## config.mk

```make
export PLATFORM = sky130hd
export DESIGN_NAME = burst_holdup_ctrl
export DESIGN_NICKNAME = d
export VERILOG_FILES = /design/src/rtl/bhc_pkg.sv /design/src/rtl/bhc_rst_sync.sv /design/src/rtl/bhc_sync.sv /design/src/rtl/bhc_burst.sv /design/src/rtl/bhc_holdup.sv /design/src/rtl/burst_holdup_ctrl.sv
export SDC_FILE = /design/constraint.sdc
export NUM_CORES = 1
export LEC_CHECK = 0
export ABC_CLOCK_PERIOD_IN_PS = 800
export CAP_MARGIN = 40
export CORE_AREA = 2 2 39 41
export CTS_BUF_LIST = sky130_fd_sc_hd__clkbuf_4
export DETAILED_ROUTE_END_ITERATION = 8
export DIE_AREA = 0 0 41 43
export HOLD_SLACK_MARGIN = 0.03
export PLACE_DENSITY = 0.67
export SYNTH_ARGS = -nofsm -noshare
export SYNTH_HDL_FRONTEND = slang
export SYNTH_SLANG_ARGS = --single-unit
```

## constraint.sdc

```tcl
create_clock -name clk -period 0.8 [get_ports clk]
set_clock_uncertainty 0.05 [all_clocks]
set_input_delay 0.12 -clock clk [delete_from_list [all_inputs] [get_ports clk]]
set_output_delay 0.12 -clock clk [all_outputs]
set_load 0.05 [all_outputs]
```

## src/rtl/bhc_pkg.sv

```systemverilog
package bhc_pkg;

  localparam int NUM_FLAGS = 5;

  localparam int FL_FB_LOW   = 0;
  localparam int FL_FB_HIGH  = 1;
  localparam int FL_FB_OK    = 2;
  localparam int FL_SUP_LOW  = 3;
  localparam int FL_SUP_HIGH = 4;

  typedef enum logic [1:0] {
    MODE_NORMAL = 2'b00,
    MODE_BURST  = 2'b01,
    MODE_HOLD   = 2'b10
  } bhc_mode_e;

endpackage

```

## src/rtl/bhc_rst_sync.sv

```systemverilog
module bhc_rst_sync #(
  parameter int STAGES = 2
) (
  input  logic clk,
  input  logic arst_n,
  output logic rst_n_o
);

  logic [STAGES-1:0] shreg_q;

  always_ff @(posedge clk or negedge arst_n) begin
    if (!arst_n) begin
      shreg_q <= '0;
    end else begin
      shreg_q <= {shreg_q[STAGES-2:0], 1'b1};
    end
  end

  assign rst_n_o = shreg_q[STAGES-1];

endmodule

```

## src/rtl/bhc_sync.sv

```systemverilog
module bhc_sync #(
  parameter int WIDTH  = 5,
  parameter int STAGES = 2
) (
  input  logic             clk,
  input  logic             rst_n,
  input  logic [WIDTH-1:0] d_i,
  output logic [WIDTH-1:0] q_o
);

  logic [WIDTH-1:0] stage_q [STAGES];

  generate
    for (genvar s = 0; s < STAGES; s++) begin : g_stage
      logic [WIDTH-1:0] stage_d;
      if (s == 0) begin : g_first
        assign stage_d = d_i;
      end else begin : g_rest
        assign stage_d = stage_q[s-1];
      end
      always_ff @(posedge clk or negedge rst_n) begin
        if (!rst_n) begin
          stage_q[s] <= '0;
        end else begin
          stage_q[s] <= stage_d;
        end
      end
    end
  endgenerate

  assign q_o = stage_q[STAGES-1];

endmodule

```

## src/rtl/bhc_burst.sv

```systemverilog
module bhc_burst (
  input  logic clk,
  input  logic rst_n,
  input  logic fb_low,
  input  logic fb_high,
  output logic blank_q
);

  logic blank_d;

  always_comb begin
    blank_d = blank_q;
    if (blank_q) begin
      if (fb_high) blank_d = 1'b0;
    end else begin
      if (fb_low) blank_d = 1'b1;
    end
  end

  always_ff @(posedge clk or negedge rst_n) begin
    if (!rst_n) begin
      blank_q <= 1'b0;
    end else begin
      blank_q <= blank_d;
    end
  end

  p_burst_enter_r3: assert property (@(posedge clk) disable iff (!rst_n)
    (!blank_q && fb_low) |=> blank_q);

  p_burst_keep_r4: assert property (@(posedge clk) disable iff (!rst_n)
    (blank_q && !fb_high) |=> blank_q);

endmodule

```

## src/rtl/bhc_holdup.sv

```systemverilog
module bhc_holdup (
  input  logic clk,
  input  logic rst_n,
  input  logic sup_low,
  input  logic sup_high,
  input  logic fb_ok,
  output logic hold_d,
  output logic hold_q
);

  always_comb begin
    if (hold_q) begin
      hold_d = fb_ok && !sup_high;
    end else begin
      hold_d = fb_ok && sup_low;
    end
  end

  always_ff @(posedge clk or negedge rst_n) begin
    if (!rst_n) begin
      hold_q <= 1'b0;
    end else begin
      hold_q <= hold_d;
    end
  end

  p_hold_enter_r5: assert property (@(posedge clk) disable iff (!rst_n)
    (!hold_q && sup_low && fb_ok) |=> hold_q);

  p_hold_exit_r6: assert property (@(posedge clk) disable iff (!rst_n)
    (hold_q && sup_high) |=> !hold_q);

  p_hold_gate_r7: assert property (@(posedge clk) disable iff (!rst_n)
    !fb_ok |=> !hold_q);

endmodule

```

## src/rtl/burst_holdup_ctrl.sv

```systemverilog
module burst_holdup_ctrl #(
  parameter int SYNC_STAGES = 2,
  parameter int RST_STAGES  = 2
) (
  input  logic       clk,
  input  logic       rst_n,
  input  logic       fb_low_i,
  input  logic       fb_high_i,
  input  logic       fb_hold_ok_i,
  input  logic       sup_low_i,
  input  logic       sup_high_i,
  input  logic       osc_tick_i,
  output logic       sw_enable_o,
  output logic       force_pulse_o,
  output logic [1:0] mode_o
);
  import bhc_pkg::*;

  logic                 rst_int_n;
  logic [NUM_FLAGS-1:0] flags_raw;
  logic [NUM_FLAGS-1:0] flags_s;
  logic                 blank_q;
  logic                 hold_d;
  logic                 hold_q;
  logic                 pulse_d;
  logic                 pulse_q;
  bhc_mode_e            mode_sel;

  bhc_rst_sync #(.STAGES(RST_STAGES)) u_rst (
    .clk     (clk),
    .arst_n  (rst_n),
    .rst_n_o (rst_int_n)
  );

  always_comb begin
    flags_raw              = '0;
    flags_raw[FL_FB_LOW]   = fb_low_i;
    flags_raw[FL_FB_HIGH]  = fb_high_i;
    flags_raw[FL_FB_OK]    = fb_hold_ok_i;
    flags_raw[FL_SUP_LOW]  = sup_low_i;
    flags_raw[FL_SUP_HIGH] = sup_high_i;
  end

  bhc_sync #(.WIDTH(NUM_FLAGS), .STAGES(SYNC_STAGES)) u_sync (
    .clk   (clk),
    .rst_n (rst_int_n),
    .d_i   (flags_raw),
    .q_o   (flags_s)
  );

  bhc_burst u_burst (
    .clk     (clk),
    .rst_n   (rst_int_n),
    .fb_low  (flags_s[FL_FB_LOW]),
    .fb_high (flags_s[FL_FB_HIGH]),
    .blank_q (blank_q)
  );

  bhc_holdup u_hold (
    .clk      (clk),
    .rst_n    (rst_int_n),
    .sup_low  (flags_s[FL_SUP_LOW]),
    .sup_high (flags_s[FL_SUP_HIGH]),
    .fb_ok    (flags_s[FL_FB_OK]),
    .hold_d   (hold_d),
    .hold_q   (hold_q)
  );

  // Forced pulse: aligned with the cycle in which holdup is registered.
  always_comb begin
    pulse_d = hold_d && osc_tick_i;
  end

  always_ff @(posedge clk or negedge rst_int_n) begin
    if (!rst_int_n) begin
      pulse_q <= 1'b0;
    end else begin
      pulse_q <= pulse_d;
    end
  end

  // Holdup overrides burst blanking.
  always_comb begin
    if (hold_q) begin
      mode_sel = MODE_HOLD;
    end else if (blank_q) begin
      mode_sel = MODE_BURST;
    end else begin
      mode_sel = MODE_NORMAL;
    end
  end

  assign mode_o        = mode_sel;
  assign sw_enable_o   = (mode_sel == MODE_NORMAL);
  assign force_pulse_o = pulse_q;

  p_mode_legal_r10: assert property (@(posedge clk) disable iff (!rst_int_n)
    mode_o != 2'b11);

  p_pulse_in_hold_r8: assert property (@(posedge clk) disable iff (!rst_int_n)
    force_pulse_o |-> (mode_o == MODE_HOLD) && !sw_enable_o);

  p_pulse_src_r8: assert property (@(posedge clk) disable iff (!rst_int_n)
    force_pulse_o |-> $past(osc_tick_i));

  p_hold_over_burst_r5: assert property (@(posedge clk) disable iff (!rst_int_n)
    hold_q |-> (mode_o == MODE_HOLD));

endmodule

```

==> flow_metrics.py <==
metrics = {
    "placed_design": {
        "dpl.hpwl_um": 415,
        "postPlaceCellArea_um2": 638.1,
        "numPortBuffers": 11,
        "gp_congestion": 0.6070,
    },
    "min_path": {
        "min-delay-path-class": "register to async pin",
    },
    "logic_synthesis": {
        "synth_edf_count": 0,
        "synth_compound_area_frac": 0.05540,
        "syn_avg_cell_area_um2": 17.37,
        "synth_top_area_share": 0.8310,
        "netlist_top_cells_count": "dfrtp_1 (15), nor2_1 (2)",
        "netlist_instances": 26,
        "synth_fa_ha_area_frac": 0,
        "synth-xor-area-share": 0,
        "yosys_most_used_dff": "dfrtp_1",
        "synth_area_leader_cell": "dfrtp_1",
        "ys_seq_elements": 15,
        "netlist-cell-type-count": 11,
        "yosys_warnings": 0,
        "ys_async_sr_fraction": 1.000,
        "netlist_area_um2": 451.7,
        "yosysSeqAreaShare": 0.8310,
        "yosysMostFrequentCell": "dfrtp_1",
        "yosys.area_share.simple": 0.08864,
        "synthMuxAreaShare": 0,
        "syn-num-nets": 34,
        "synthTopCellsByArea": "dfrtp_1 (83%), nand2b_4 (3.0%), a21boi_2 (2.5%), a21oi_2 (1.9%), and2b_2 (1.9%)",
        "synth_top_family_by_area": "simple AND/OR/NAND/NOR gates",
    },
    "critical_path": {
        "crit_path_end_kind": "output port",
        "crit_path_start": "u_hold.hold_q",
        "r2r_cells": 5,
        "regToRegEndpoint": "u_hold.hold_q",
        "crit_end": "mode_o[0]",
        "crit_family": "flip-flops",
        "critPathMaxStageDelay_ps": 390,
        "cp-start-kind": "register",
        "cp.arrival_ps": 1060,
        "cpMaxStageDelayCell": "dfrtp_1",
        "cp_cell_sequence": "and2b_4 -> buf_12",
        "critical_path_class": "register to output port",
        "path_max_fanout": 2,
        "regToRegStartpoint": "u_hold.hold_q",
        "cp.required_ps": 630,
        "r2r_slack_ps": -300,
        "path_buf_inv": 1,
        "crit_cells": 2,
    },
    "sta": {
        "slew_viol_final": 0,
        "fin_crit_ps": 1226,
        "setup_ws_ps": -425.6,
        "timing.hold.ws_ps": 148.9,
        "rsz0062_at_grt": "yes",
        "finalHoldViolCount": 0,
        "setup_violations": 7,
        "fmaxAchievable_mhz": 815.9,
        "period_share": 1.532,
    },
    "detailed_routing": {
        "drt_iter0_drc": 5,
        "postRouteAntennaNets": 0,
        "routedWlPerCell_um": 9.279,
        "vias": 252,
        "wl_met1_um": 179,
        "drc": 0,
        "met3_length_um": 44,
        "top_layer_used": "met3",
        "wirelength_um": 566,
        "vias_per_cell": 4.131,
        "first_pass_iters": 2,
        "dr_wl_met2_um": 343,
    },
    "clock_network": {
        "cts_root_buf": "clkbuf_4",
        "clock_sinks": 15,
        "cts.path.max_buffers": 2,
        "cts.clk_slew.worst_paths_ps": 80,
        "cts_tree": "yes",
        "clock_latency_ps": 270,
        "cts_buffers": 3,
        "h-tree-depth": 1,
    },
    "cells_and_area": {
        "antennaDiodeCount": 0,
        "drive_gt1_frac": 0.4444,
        "synthToLayoutAreaGrowth_pct": 59.00,
        "final_util": 0.5190,
        "nNetsFinal": 54,
        "seqCellArea_um2": 376.6,
        "fin_area_um2": 718.2,
        "multi_input_area_um2": 88.84,
        "n_fill_cell": 121,
    },
    "power_and_ir_drop": {
        "p_per_area_nw_per_um2": 2171,
        "p_leak_nw": 0.3155,
        "vdd_drop_max_v": 0.001164,
        "p_total_mw": 1.559,
    },
    "global_route": {
        "antenna_found_initial": 0,
        "grt_max_degree": 14,
        "overflow": 0,
        "grt_pass1_wl_um": 1041,
        "grt_pass1_vias": 275,
        "grt_usage": 0.09524,
    },
    "floorplan": {
        "dieArea_um2": 1763,
        "core-area_um2": 1384,
        "start_util": 0.3264,
        "die_w_um": 41,
        "pin_count": 12,
        "die_h_um": 43,
        "fp-row-count": 14,
    },
    "status": {
        "status": "complete, but fails checks",
        "violations": "negative setup slack",
    },
    "run": {
        "maxCapViolCount": 0,
    },
}
==> placed cells by master, fill, tap and decap left out, drive strengths merged <==
| cell | netlist | routed |
|---|---|---|
| a21boi | 1 | 1 |
| a21oi | 2 | 2 |
| and2b | 1 | 1 |
| buf | 1 | 8 |
| clkbuf | 0 | 3 |
| clkdlybuf4s50 | 0 | 7 |
| clkinv | 0 | 1 |
| conb | 1 | 1 |
| dfrtp | 15 | 15 |
| dlygate4sd3 | 0 | 1 |
| nand2 | 1 | 1 |
| nand2b | 2 | 2 |
| nor2 | 2 | 2 |
==> where the power goes <==
part / switching, mW / total [mW] / internal, mW
Sequential: 0.0374 / 0.840 / 0.803
Clock: 0.217 / 0.402 / 0.185
Combinational: 0.135 / 0.317 / 0.182
==> final cells by class <==
type | instances | area share
clock buffer | 3 | 0.03136
multi-input combinational | 10 | 0.1237
timing repair buffer | 16 | 0.2857
sequential | 15 | 0.5244
tap | 16 | 0.02787
clock inverter | 1 | 0.006969
==> registers in the layout (all words and copies together) (netlist names) <==
name,count
u_sync.g_stage.stage_d,5
u_burst.blank_q,1
force_pulse_o,1
u_sync.q_o,5
u_hold.hold_q,1
u_rst.shreg_q,2
==> timing repair <==
action                                  CTS  global route
hold buffers                              1             0
endpoints found under the setup margin    7             7
endpoints found under the hold margin     2             0
cloned                                    0             0
pin swaps                                 2             2
resized for setup                         4             5
buffers inserted                          3             0
==> stage by stage <==
step,worst slack [ps],setup TNS [ps],cells
floorplan,-143.6,-235.7,26
global placement,-153.7,-568.3,54
detailed placement,-166.3,-640.9,54
CTS,-427.9,-2211,62
global route,-460.5,-2304,61
finish,-425.6,-2060,61
==> logic make-up (layout without fill, tap and decap cells) <==
group           after synthesis  count (layout)
buf+inv                       1              20
simple gates                  6               6
other cells                   1               1
flops                        15              15
compound gates                3               3
==> layer usage <==
metal	vias up	global-route usage
li1	119	-
met1	123	0.07829
met2	10	0.1625
met3	0	0.04712
met4	0	0.06000
met5	-	0
==> worst min-delay path by stage <==
stage                            end  slack (ps)  cells past startpoint
floorplan           u_rst.shreg_q[0]        -230                      0
global placement       u_sync.q_o[0]         140                      0
detailed placement     u_sync.q_o[1]         160                      0
CTS                    u_sync.q_o[1]         170                      0
global route           u_sync.q_o[1]         200                      0
finish                 u_sync.q_o[1]         150                      0
Note: power is estimated with default switching activity, not from simulation.
